$ cat src/rtl/vic_pkg.sv
package vic_pkg;
   // Word indices inside the register window
   localparam int VIC_W_IRQ_STAT  = 0;
   localparam int VIC_W_FIQ_STAT  = 1;
   localparam int VIC_W_RAW       = 2;
   localparam int VIC_W_ROUTE     = 3;
   localparam int VIC_W_ENABLE    = 4;
   localparam int VIC_W_SOFT      = 5;
   localparam int VIC_W_VEC       = 12;
   localparam int VIC_W_DEFVEC    = 13;
   localparam int VIC_W_SLOT_ADDR = 'h40;
   localparam int VIC_W_SLOT_CTRL = 'h80;
endpackage

$ cat src/rtl/vic_prio_mask.sv
module vic_prio_mask #(
   parameter int N_SRC   = 32,
   parameter int N_SLOT  = 16,
   parameter int SRC_W   = 5,
   parameter int SLOT_IW = 4,
   parameter int PW      = 5
) (
   input  logic [N_SLOT-1:0]            slot_on,
   input  logic [N_SLOT-1:0][SRC_W-1:0] slot_src,
   input  logic [N_SRC-1:0]             raw,
   input  logic [PW-1:0]                cur,
   output logic [N_SRC-1:0]             gate,
   output logic                         hit,
   output logic [SLOT_IW-1:0]           hit_slot
);
   // outrank[k] : sources of valid slots numbered below k
   logic [N_SLOT:0][N_SRC-1:0] outrank;
   logic [N_SLOT-1:0]          cand;

   assign outrank[0] = '0;

   for (genvar n = 0; n < N_SLOT; n++) begin : g_slot
      assign outrank[n+1] = outrank[n] |
                            (slot_on[n] ? (N_SRC'(1) << slot_src[n]) : '0);
      assign cand[n] = slot_on[n] && raw[slot_src[n]] && (PW'(n) < cur);
   end

   assign gate = (cur >= PW'(N_SLOT)) ? '1 : outrank[cur];

   always_comb begin
      hit      = 1'b0;
      hit_slot = '0;
      for (int n = N_SLOT - 1; n >= 0; n--) begin
         if (cand[n]) begin
            hit      = 1'b1;
            hit_slot = SLOT_IW'(n);
         end
      end
   end
endmodule

$ cat src/rtl/vic_prio_stack.sv
module vic_prio_stack #(
   parameter int N_SLOT  = 16,
   parameter int SLOT_IW = 4,
   parameter int PW      = 5
) (
   input  logic               clk,
   input  logic               rst_n,
   input  logic               push,
   input  logic [SLOT_IW-1:0] push_lvl,
   input  logic               pop,
   output logic [PW-1:0]      cur
);
   localparam logic [PW-1:0] IDLE = PW'(N_SLOT);

   logic [PW-1:0] saved_q [N_SLOT+1];

   always_ff @(posedge clk or negedge rst_n) begin
      if (!rst_n) begin
         cur <= IDLE;
         for (int k = 0; k <= N_SLOT; k++) saved_q[k] <= IDLE;
      end else if (push) begin
         saved_q[push_lvl] <= cur;
         cur               <= PW'(push_lvl);
      end else if (pop) begin
         cur <= saved_q[cur];
      end
   end
endmodule

$ cat src/rtl/vic_out_stage.sv
module vic_out_stage #(
   parameter bit OUT_REG = 1'b0
) (
   input  logic clk,
   input  logic rst_n,
   input  logic irq_d,
   input  logic fiq_d,
   output logic irq_o,
   output logic fiq_o
);
   if (OUT_REG) begin : g_reg
      always_ff @(posedge clk or negedge rst_n) begin
         if (!rst_n) begin
            irq_o <= 1'b0;
            fiq_o <= 1'b0;
         end else begin
            irq_o <= irq_d;
            fiq_o <= fiq_d;
         end
      end
   end else begin : g_comb
      logic unused_clkrst;
      assign unused_clkrst = clk ^ rst_n;
      assign irq_o = irq_d;
      assign fiq_o = fiq_d;
   end
endmodule

$ cat src/rtl/vec_irq_ctrl.sv
module vec_irq_ctrl
   import vic_pkg::*;
#(
   parameter int N_SRC   = 32,
   parameter int N_SLOT  = 16,
   parameter int DATA_W  = 32,
   parameter int ADDR_W  = 12,
   parameter int CTRL_W  = 8,
   parameter bit OUT_REG = 1'b0
) (
   input  logic              clk,
   input  logic              rst_n,
   input  logic [N_SRC-1:0]  irq_in,
   input  logic              bus_sel,
   input  logic              bus_wr,
   input  logic [ADDR_W-1:0] bus_addr,
   input  logic [DATA_W-1:0] bus_wdata,
   output logic [DATA_W-1:0] bus_rdata,
   output logic              irq_o,
   output logic              fiq_o
);
   localparam int SRC_W   = $clog2(N_SRC);
   localparam int SLOT_IW = $clog2(N_SLOT);
   localparam int PW      = $clog2(N_SLOT + 1);
   localparam int WI_W    = ADDR_W - 2;

   if (N_SRC != (1 << SRC_W)) begin : g_chk_src
      $error("N_SRC must be a power of two");
   end
   if (N_SRC > DATA_W) begin : g_chk_dw
      $error("N_SRC must fit the data width");
   end
   if (N_SLOT < 2 || N_SLOT > 64) begin : g_chk_slot
      $error("N_SLOT must lie in 2..64");
   end
   if (CTRL_W < SRC_W + 1) begin : g_chk_ctrl
      $error("CTRL_W too narrow for source field and valid bit");
   end

   logic [N_SRC-1:0]  en_q, sel_q, soft_q;
   logic [CTRL_W-1:0] ctrl_q  [N_SLOT];
   logic [DATA_W-1:0] vaddr_q [N_SLOT];
   logic [DATA_W-1:0] defv_q;
   logic [DATA_W-1:0] rd_val;

   logic [WI_W-1:0] widx;
   logic            wr_acc, rd_acc, vec_hit_addr;
   logic [1:0]      unused_lsb;

   assign widx         = bus_addr[ADDR_W-1:2];
   assign unused_lsb   = bus_addr[1:0];
   assign wr_acc       = bus_sel && bus_wr;
   assign rd_acc       = bus_sel && !bus_wr;
   assign vec_hit_addr = (widx == WI_W'(VIC_W_VEC));

   // slot fields
   logic [N_SLOT-1:0]            slot_on;
   logic [N_SLOT-1:0][SRC_W-1:0] slot_src;
   for (genvar n = 0; n < N_SLOT; n++) begin : g_fields
      assign slot_on[n]  = ctrl_q[n][SRC_W];
      assign slot_src[n] = ctrl_q[n][SRC_W-1:0];
   end

   logic [N_SRC-1:0]   raw, gate;
   logic               hit;
   logic [SLOT_IW-1:0] hit_slot;
   logic [PW-1:0]      cur_lvl;

   assign raw = irq_in | soft_q;

   vic_prio_mask #(
      .N_SRC(N_SRC), .N_SLOT(N_SLOT), .SRC_W(SRC_W),
      .SLOT_IW(SLOT_IW), .PW(PW)
   ) u_mask (
      .slot_on(slot_on), .slot_src(slot_src), .raw(raw), .cur(cur_lvl),
      .gate(gate), .hit(hit), .hit_slot(hit_slot)
   );

   vic_prio_stack #(
      .N_SLOT(N_SLOT), .SLOT_IW(SLOT_IW), .PW(PW)
   ) u_stack (
      .clk(clk), .rst_n(rst_n),
      .push(rd_acc && vec_hit_addr && hit), .push_lvl(hit_slot),
      .pop(wr_acc && vec_hit_addr), .cur(cur_lvl)
   );

   logic [N_SRC-1:0] irq_vec, fiq_vec;
   assign irq_vec = raw & en_q & ~sel_q & gate;
   assign fiq_vec = raw & en_q & sel_q;

   vic_out_stage #(.OUT_REG(OUT_REG)) u_out (
      .clk(clk), .rst_n(rst_n),
      .irq_d(|irq_vec), .fiq_d(|fiq_vec),
      .irq_o(irq_o), .fiq_o(fiq_o)
   );

   // register writes
   always_ff @(posedge clk or negedge rst_n) begin
      if (!rst_n) begin
         en_q   <= '0;
         sel_q  <= '0;
         soft_q <= '0;
         defv_q <= '0;
         for (int n = 0; n < N_SLOT; n++) begin
            ctrl_q[n]  <= '0;
            vaddr_q[n] <= '0;
         end
      end else if (wr_acc) begin
         if (widx == WI_W'(VIC_W_ENABLE)) en_q   <= bus_wdata[N_SRC-1:0];
         if (widx == WI_W'(VIC_W_ROUTE))  sel_q  <= bus_wdata[N_SRC-1:0];
         if (widx == WI_W'(VIC_W_SOFT))   soft_q <= bus_wdata[N_SRC-1:0];
         if (widx == WI_W'(VIC_W_DEFVEC)) defv_q <= bus_wdata;
         for (int n = 0; n < N_SLOT; n++) begin
            if (widx == WI_W'(VIC_W_SLOT_ADDR + n)) vaddr_q[n] <= bus_wdata;
            if (widx == WI_W'(VIC_W_SLOT_CTRL + n)) ctrl_q[n]  <= bus_wdata[CTRL_W-1:0];
         end
      end
   end

   // read mux
   always_comb begin
      rd_val = '0;
      case (widx)
         WI_W'(VIC_W_IRQ_STAT): rd_val = DATA_W'(irq_vec);
         WI_W'(VIC_W_FIQ_STAT): rd_val = DATA_W'(fiq_vec);
         WI_W'(VIC_W_RAW):      rd_val = DATA_W'(raw);
         WI_W'(VIC_W_ROUTE):    rd_val = DATA_W'(sel_q);
         WI_W'(VIC_W_ENABLE):   rd_val = DATA_W'(en_q);
         WI_W'(VIC_W_SOFT):     rd_val = DATA_W'(soft_q);
         WI_W'(VIC_W_VEC):      rd_val = hit ? vaddr_q[hit_slot] : defv_q;
         WI_W'(VIC_W_DEFVEC):   rd_val = defv_q;
         default: begin
            for (int n = 0; n < N_SLOT; n++) begin
               if (widx == WI_W'(VIC_W_SLOT_ADDR + n)) rd_val = vaddr_q[n];
               if (widx == WI_W'(VIC_W_SLOT_CTRL + n)) rd_val = DATA_W'(ctrl_q[n]);
            end
         end
      endcase
   end

   always_ff @(posedge clk or negedge rst_n) begin
      if (!rst_n)      bus_rdata <= '0;
      else if (rd_acc) bus_rdata <= rd_val;
   end
endmodule

$ cat config.mk
export PLATFORM = sky130hd
export DESIGN_NAME = vec_irq_ctrl
export DESIGN_NICKNAME = d
export VERILOG_FILES = /design/src/rtl/vic_pkg.sv /design/src/rtl/vic_prio_mask.sv /design/src/rtl/vic_prio_stack.sv /design/src/rtl/vic_out_stage.sv /design/src/rtl/vec_irq_ctrl.sv
export SDC_FILE = /design/constraint.sdc
export NUM_CORES = 2
export LEC_CHECK = 0
export ABC_AREA = 1
export CAP_MARGIN = 10
export CORE_MARGIN = 1.5
export CORE_UTILIZATION = 45
export CTS_CLUSTER_DIAMETER = 40
export CTS_CLUSTER_SIZE = 30
export DETAILED_ROUTE_END_ITERATION = 7
export SLEW_MARGIN = 15
export SYNTH_ARGS = -nofsm -noshare
export SYNTH_HDL_FRONTEND = slang
export SYNTH_HIERARCHICAL = 1
export SYNTH_SLANG_ARGS = --single-unit
$ cat constraint.sdc
create_clock -name clk -period 6.5 [get_ports clk]
set_input_delay 0.975 -clock clk [delete_from_list [all_inputs] [get_ports clk]]
set_output_delay 0.975 -clock clk [all_outputs]
set_load 0.1 [all_outputs]
==> run summary <==
maximum fanout encountered on the critical timing path: 10
net load switching power: 0.00404 W
setup repair after global routing missed its margin: no
final-report max-slew violation count: 0
power per cell area: 219 mW/mm²
Ys Warns: 6
Hold WC Path Type: primary input to async pin
peak clock frequency supported by timing: 151 MHz
number of endpoints failing setup at the final stage: 1
Mean Syn Cell Area: 6.87 µm²
share of the synthesized area in compound gates (AO/OA/AOI/OAI): 0.253
transition time of the tightest slew-check pin: 1200 ps
max-capacitance violation count: 0
worst-path cell chain: nor2_1 > clkinv_1 > buf_4 > a2111oi_0 > o211ai_1 > nand2_1 > inv_1 > nand4_1 > o2111ai_1 > nor4_2 > and3_1 > nand4_1 > buf_12
number of flip-flops and latches in the synthesized netlist: 885
layout cells sized above 1: 0.111
combinational family with the most area after synthesis: simple AND/OR/NAND/NOR gates
met2 layer wire length in the routed design: 123000 µm
Starting Density: 0.452
simple-gate share of the synthesized area: 0.260
violated checks: design-rule violations, negative setup slack
met3 WL: 27700 µm
TritonCTS Sinks: 885
Max rail drop VDD: 0.288 mV
total DRC errors in the routed layout: 5
later-pin clock latency in the skew report: 800 ps
post-placement cell count: 10000
wire length after detailed routing: 286000 µm
pin count of the biggest net entering global routing: 131
antenna violations before repair: 6
number of buffer and inverter instances along the worst setup path: 4
sequential-to-total area share from yosys stat: 0.385
clock network fraction of total power: 0.533
final net count: 8593
clock buffer depth: 3
worst endpoint data arrival time: 5640 ps
uppermost layer routed: met5
HPWL after DPL: 212000 µm
Slew headroom: 0.183
number of instances in the synthesized netlist: 8378
leading cell types in the layout, fill and taps excluded: sky130_fd_sc_hd__nand2_1 (2090), sky130_fd_sc_hd__o21ai_0 (1282), sky130_fd_sc_hd__dfrtp_1 (864), sky130_fd_sc_hd__inv_1 (676), sky130_fd_sc_hd__nor2_1 (667)
site row count: 131
share of total power consumed by net switching: 0.273
peak per-stage delay on the critical path: 620 ps
number of global-route vias before repair: 59900
average detailed-routed wire length per instance: 27.8 µm
most common cell after layout, fill and taps aside: sky130_fd_sc_hd__nand2_1
core outline area: 0.127 mm²
DIE AREA: 0.130 mm²
share of flip-flops with an asynchronous set or reset after synthesis: 1.00
GPL Wtd Cong: 1.06
Synth Area in Adders: 0
final critical-path required period: 6610 ps
data required time of the critical path: 5520 ps
Primary FF master, synth: sky130_fd_sc_hd__dfrtp_1
post-CTS clock slew at the launch and capture registers of the worst setup and hold paths: 60 ps
Layout Skew: 48.0 ps
vertical die dimension: 361 µm
horizontal die dimension: 361 µm
sequential share of power: 0.380
post-layout total power: 0.0148 W
post-synth net total: 8458
final-report hold violation count: 0
drt pass-1 iters: 8
vias per cell: 6.23
number of standard cells in the final layout excluding fillers: 10300
parity-gate share of the synthesized area counting xor and xnor cells: 0
Tot GR Track Use: 0.432
Critical Path Sink Type: primary output
post-placement worst setup slack: -81.4 ps
DRT antenna net count: 0
crit-path most repeated cell: sky130_fd_sc_hd__nand4_1
TritonCTS buffer count: 138
status: finished with violations
synthesized area: 0.0575 mm²
CTS H-Tree Depth: 4
clock tree from TritonCTS: built
violation count after the first detailed-routing iteration: 8511
Post-synth EDFFs: 0
Overflow after GRT: 0
cell at the root of the clock tree: sky130_fd_sc_hd__clkbuf_16
final setup margin: -114 ps
cell family with most CP delay: simple AND/OR/NAND/NOR gates
mux cell area share after synthesis: 0.0125
post-synthesis to final-layout area growth: 17.3%
via count: 64100
routed metal-1 wire length: 108000 µm
hold buffer count at CTS: 0
Fin Setup TNS: -114 ps
Yosys cell types: 66
count of boundary I/O pins: 114
# port buffers: 111
global-route wire length before repair: 412000 µm
kind of start point of the critical path: flip-flop
Layout fillers: 12700
Internal Dissipation: 0.0108 W
total leakage power: 27.5 nW
slowest stage cell, crit path: sky130_fd_sc_hd__clkinv_1
final period utilization: 1.02
share of power burned in combinational logic: 0.087
critical path start-end classification: flip-flop to primary output
[per-stage QoR]
step	cell area, µm²	utilization	hold WS (ps)
floorplan	57500	-	445
global placement	62400	0.491	460
detailed placement	62400	0.491	466
CTS	67400	0.530	267
global route	67500	0.531	302
finish	67500	0.531	254
[what timing repair did]
item	CTS	global route
setup buffers	0	0
gates resized for setup	6	12
setup endpoints to repair	1	1
[power groups by stage]
stage               combinational [W]  sequential (W)  clock (W)
finish                        0.00128         0.00563    0.00790
global placement              0.00125         0.00572          0
floorplan                    0.000428         0.00585          0
CTS                           0.00126         0.00563    0.00797
global route                  0.00134         0.00563    0.00821
detailed placement            0.00126         0.00572          0
[area by class of cell]
cell class	instances	area (µm²)	area share
timing repair buffer	568	4970	0.0736
sequential	885	22200	0.328
inverter	747	2810	0.0416
antenna	3	7.51	0.000111
multi-input combinational	6173	30500	0.451
tap	1662	2080	0.0308
clock buffer	167	3730	0.0553
clock inverter	86	1260	0.0187
[worst register-to-register path: stages (launching register included)]
cell and delay, ps:
sky130_fd_sc_hd__dfstp_2 470, sky130_fd_sc_hd__nor2_1 470, sky130_fd_sc_hd__clkinv_1 620, sky130_fd_sc_hd__nand2_1 330, sky130_fd_sc_hd__a311oi_1 110, sky130_fd_sc_hd__nand3_1 180
sky130_fd_sc_hd__nand2_1 100, sky130_fd_sc_hd__nand2_1 70, sky130_fd_sc_hd__nand2_1 70, sky130_fd_sc_hd__nand2_1 60, sky130_fd_sc_hd__nand2_1 60, sky130_fd_sc_hd__nand2_1 80
sky130_fd_sc_hd__nand2_1 50, sky130_fd_sc_hd__nand2_1 50, sky130_fd_sc_hd__nand2_1 100, sky130_fd_sc_hd__a21oi_4 540, sky130_fd_sc_hd__buf_4 330, sky130_fd_sc_hd__buf_4 290
sky130_fd_sc_hd__mux2i_1 240, sky130_fd_sc_hd__o21ai_0 90, sky130_fd_sc_hd__o221ai_1 540, sky130_fd_sc_hd__buf_4 240, sky130_fd_sc_hd__nand3_1 140, sky130_fd_sc_hd__a21oi_1 170
sky130_fd_sc_hd__o2111ai_1 140, sky130_fd_sc_hd__nor3_1 190, sky130_fd_sc_hd__o21bai_1 130, sky130_fd_sc_hd__inv_1 50
[cell families (layout without fill, tap and decap cells)]
logic type             after synthesis  count (layout)
other                                0               3
multiplexers                        72              72
AND/OR/NAND/NOR                   3570            3570
AO/OA/AOI/OAI                     2531            2531
flip-flops                         885             885
buffers and inverters             1320            1568
[flip-flops by register name, summed over array words and instances (netlist names)]
register / flops
bus_rdata: 32
ctrl_q: 128
defv_q: 32
en_q: 32
sel_q: 32
soft_q: 32
u_stack/cur: 5
u_stack/saved_q: 80
vaddr_q: 512
[cells in the mapped netlist, types with 20 or more instances]
cell type	number	area [µm²]
sky130_fd_sc_hd__dfrtp_1	868	21700
sky130_fd_sc_hd__nor3_1	184	921
sky130_fd_sc_hd__inv_1	680	2550
sky130_fd_sc_hd__clkinv_1	26	97.6
sky130_fd_sc_hd__or2_2	36	225
sky130_fd_sc_hd__a21oi_1	526	2630
sky130_fd_sc_hd__nand3_1	301	1510
sky130_fd_sc_hd__inv_2	40	150
sky130_fd_sc_hd__a211oi_1	20	150
sky130_fd_sc_hd__o22ai_1	143	895
sky130_fd_sc_hd__nand4_1	130	813
sky130_fd_sc_hd__nor2_2	22	138
sky130_fd_sc_hd__o221ai_1	69	604
sky130_fd_sc_hd__nand2_1	2115	7940
sky130_fd_sc_hd__o21ai_1	87	435
sky130_fd_sc_hd__o2111ai_1	105	920
sky130_fd_sc_hd__a221oi_1	53	464
sky130_fd_sc_hd__buf_1	23	86.3
sky130_fd_sc_hd__o311ai_0	26	228
sky130_fd_sc_hd__o211ai_1	86	646
sky130_fd_sc_hd__mux2i_1	72	721
sky130_fd_sc_hd__nor3_2	21	210
sky130_fd_sc_hd__a22oi_1	31	233
sky130_fd_sc_hd__o21ai_0	1282	6420
sky130_fd_sc_hd__nor2_1	680	2550
sky130_fd_sc_hd__nor4_1	26	163
sky130_fd_sc_hd__clkbuf_1	460	1730
sky130_fd_sc_hd__buf_2	72	360
[per-layer routing]
layer,track usage,up-vias
li1,-,28800
met1,0.534,30500
met2,0.652,3798
met3,0.0976,927
met4,0.339,4
met5,0,-
[path summary, 6_finish.rpt]
kind	startpoint	endpoint	slack, ps	cells after the start
min	rst_n	ctrl_q[124]$_DFFE_PN0P_	250	1
min reg2reg	u_stack/saved_q[63]$_DFFE_PN0P_	u_stack/saved_q[63]$_DFFE_PN0P_	480	2
max in group asynchronous	rst_n	vaddr_q[368]$_DFFE_PN0P_	4800	3
min in group clk	u_stack/saved_q[63]$_DFFE_PN0P_	u_stack/saved_q[63]$_DFFE_PN0P_	480	2
max	u_stack/cur[4]$_DFFE_PN1P_	irq_o	-110	13
max reg2reg	u_stack/cur[4]$_DFFE_PN1P_	bus_rdata[19]$_DFFE_PN0P_	500	27
Note: power is estimated with default switching activity, not from simulation.
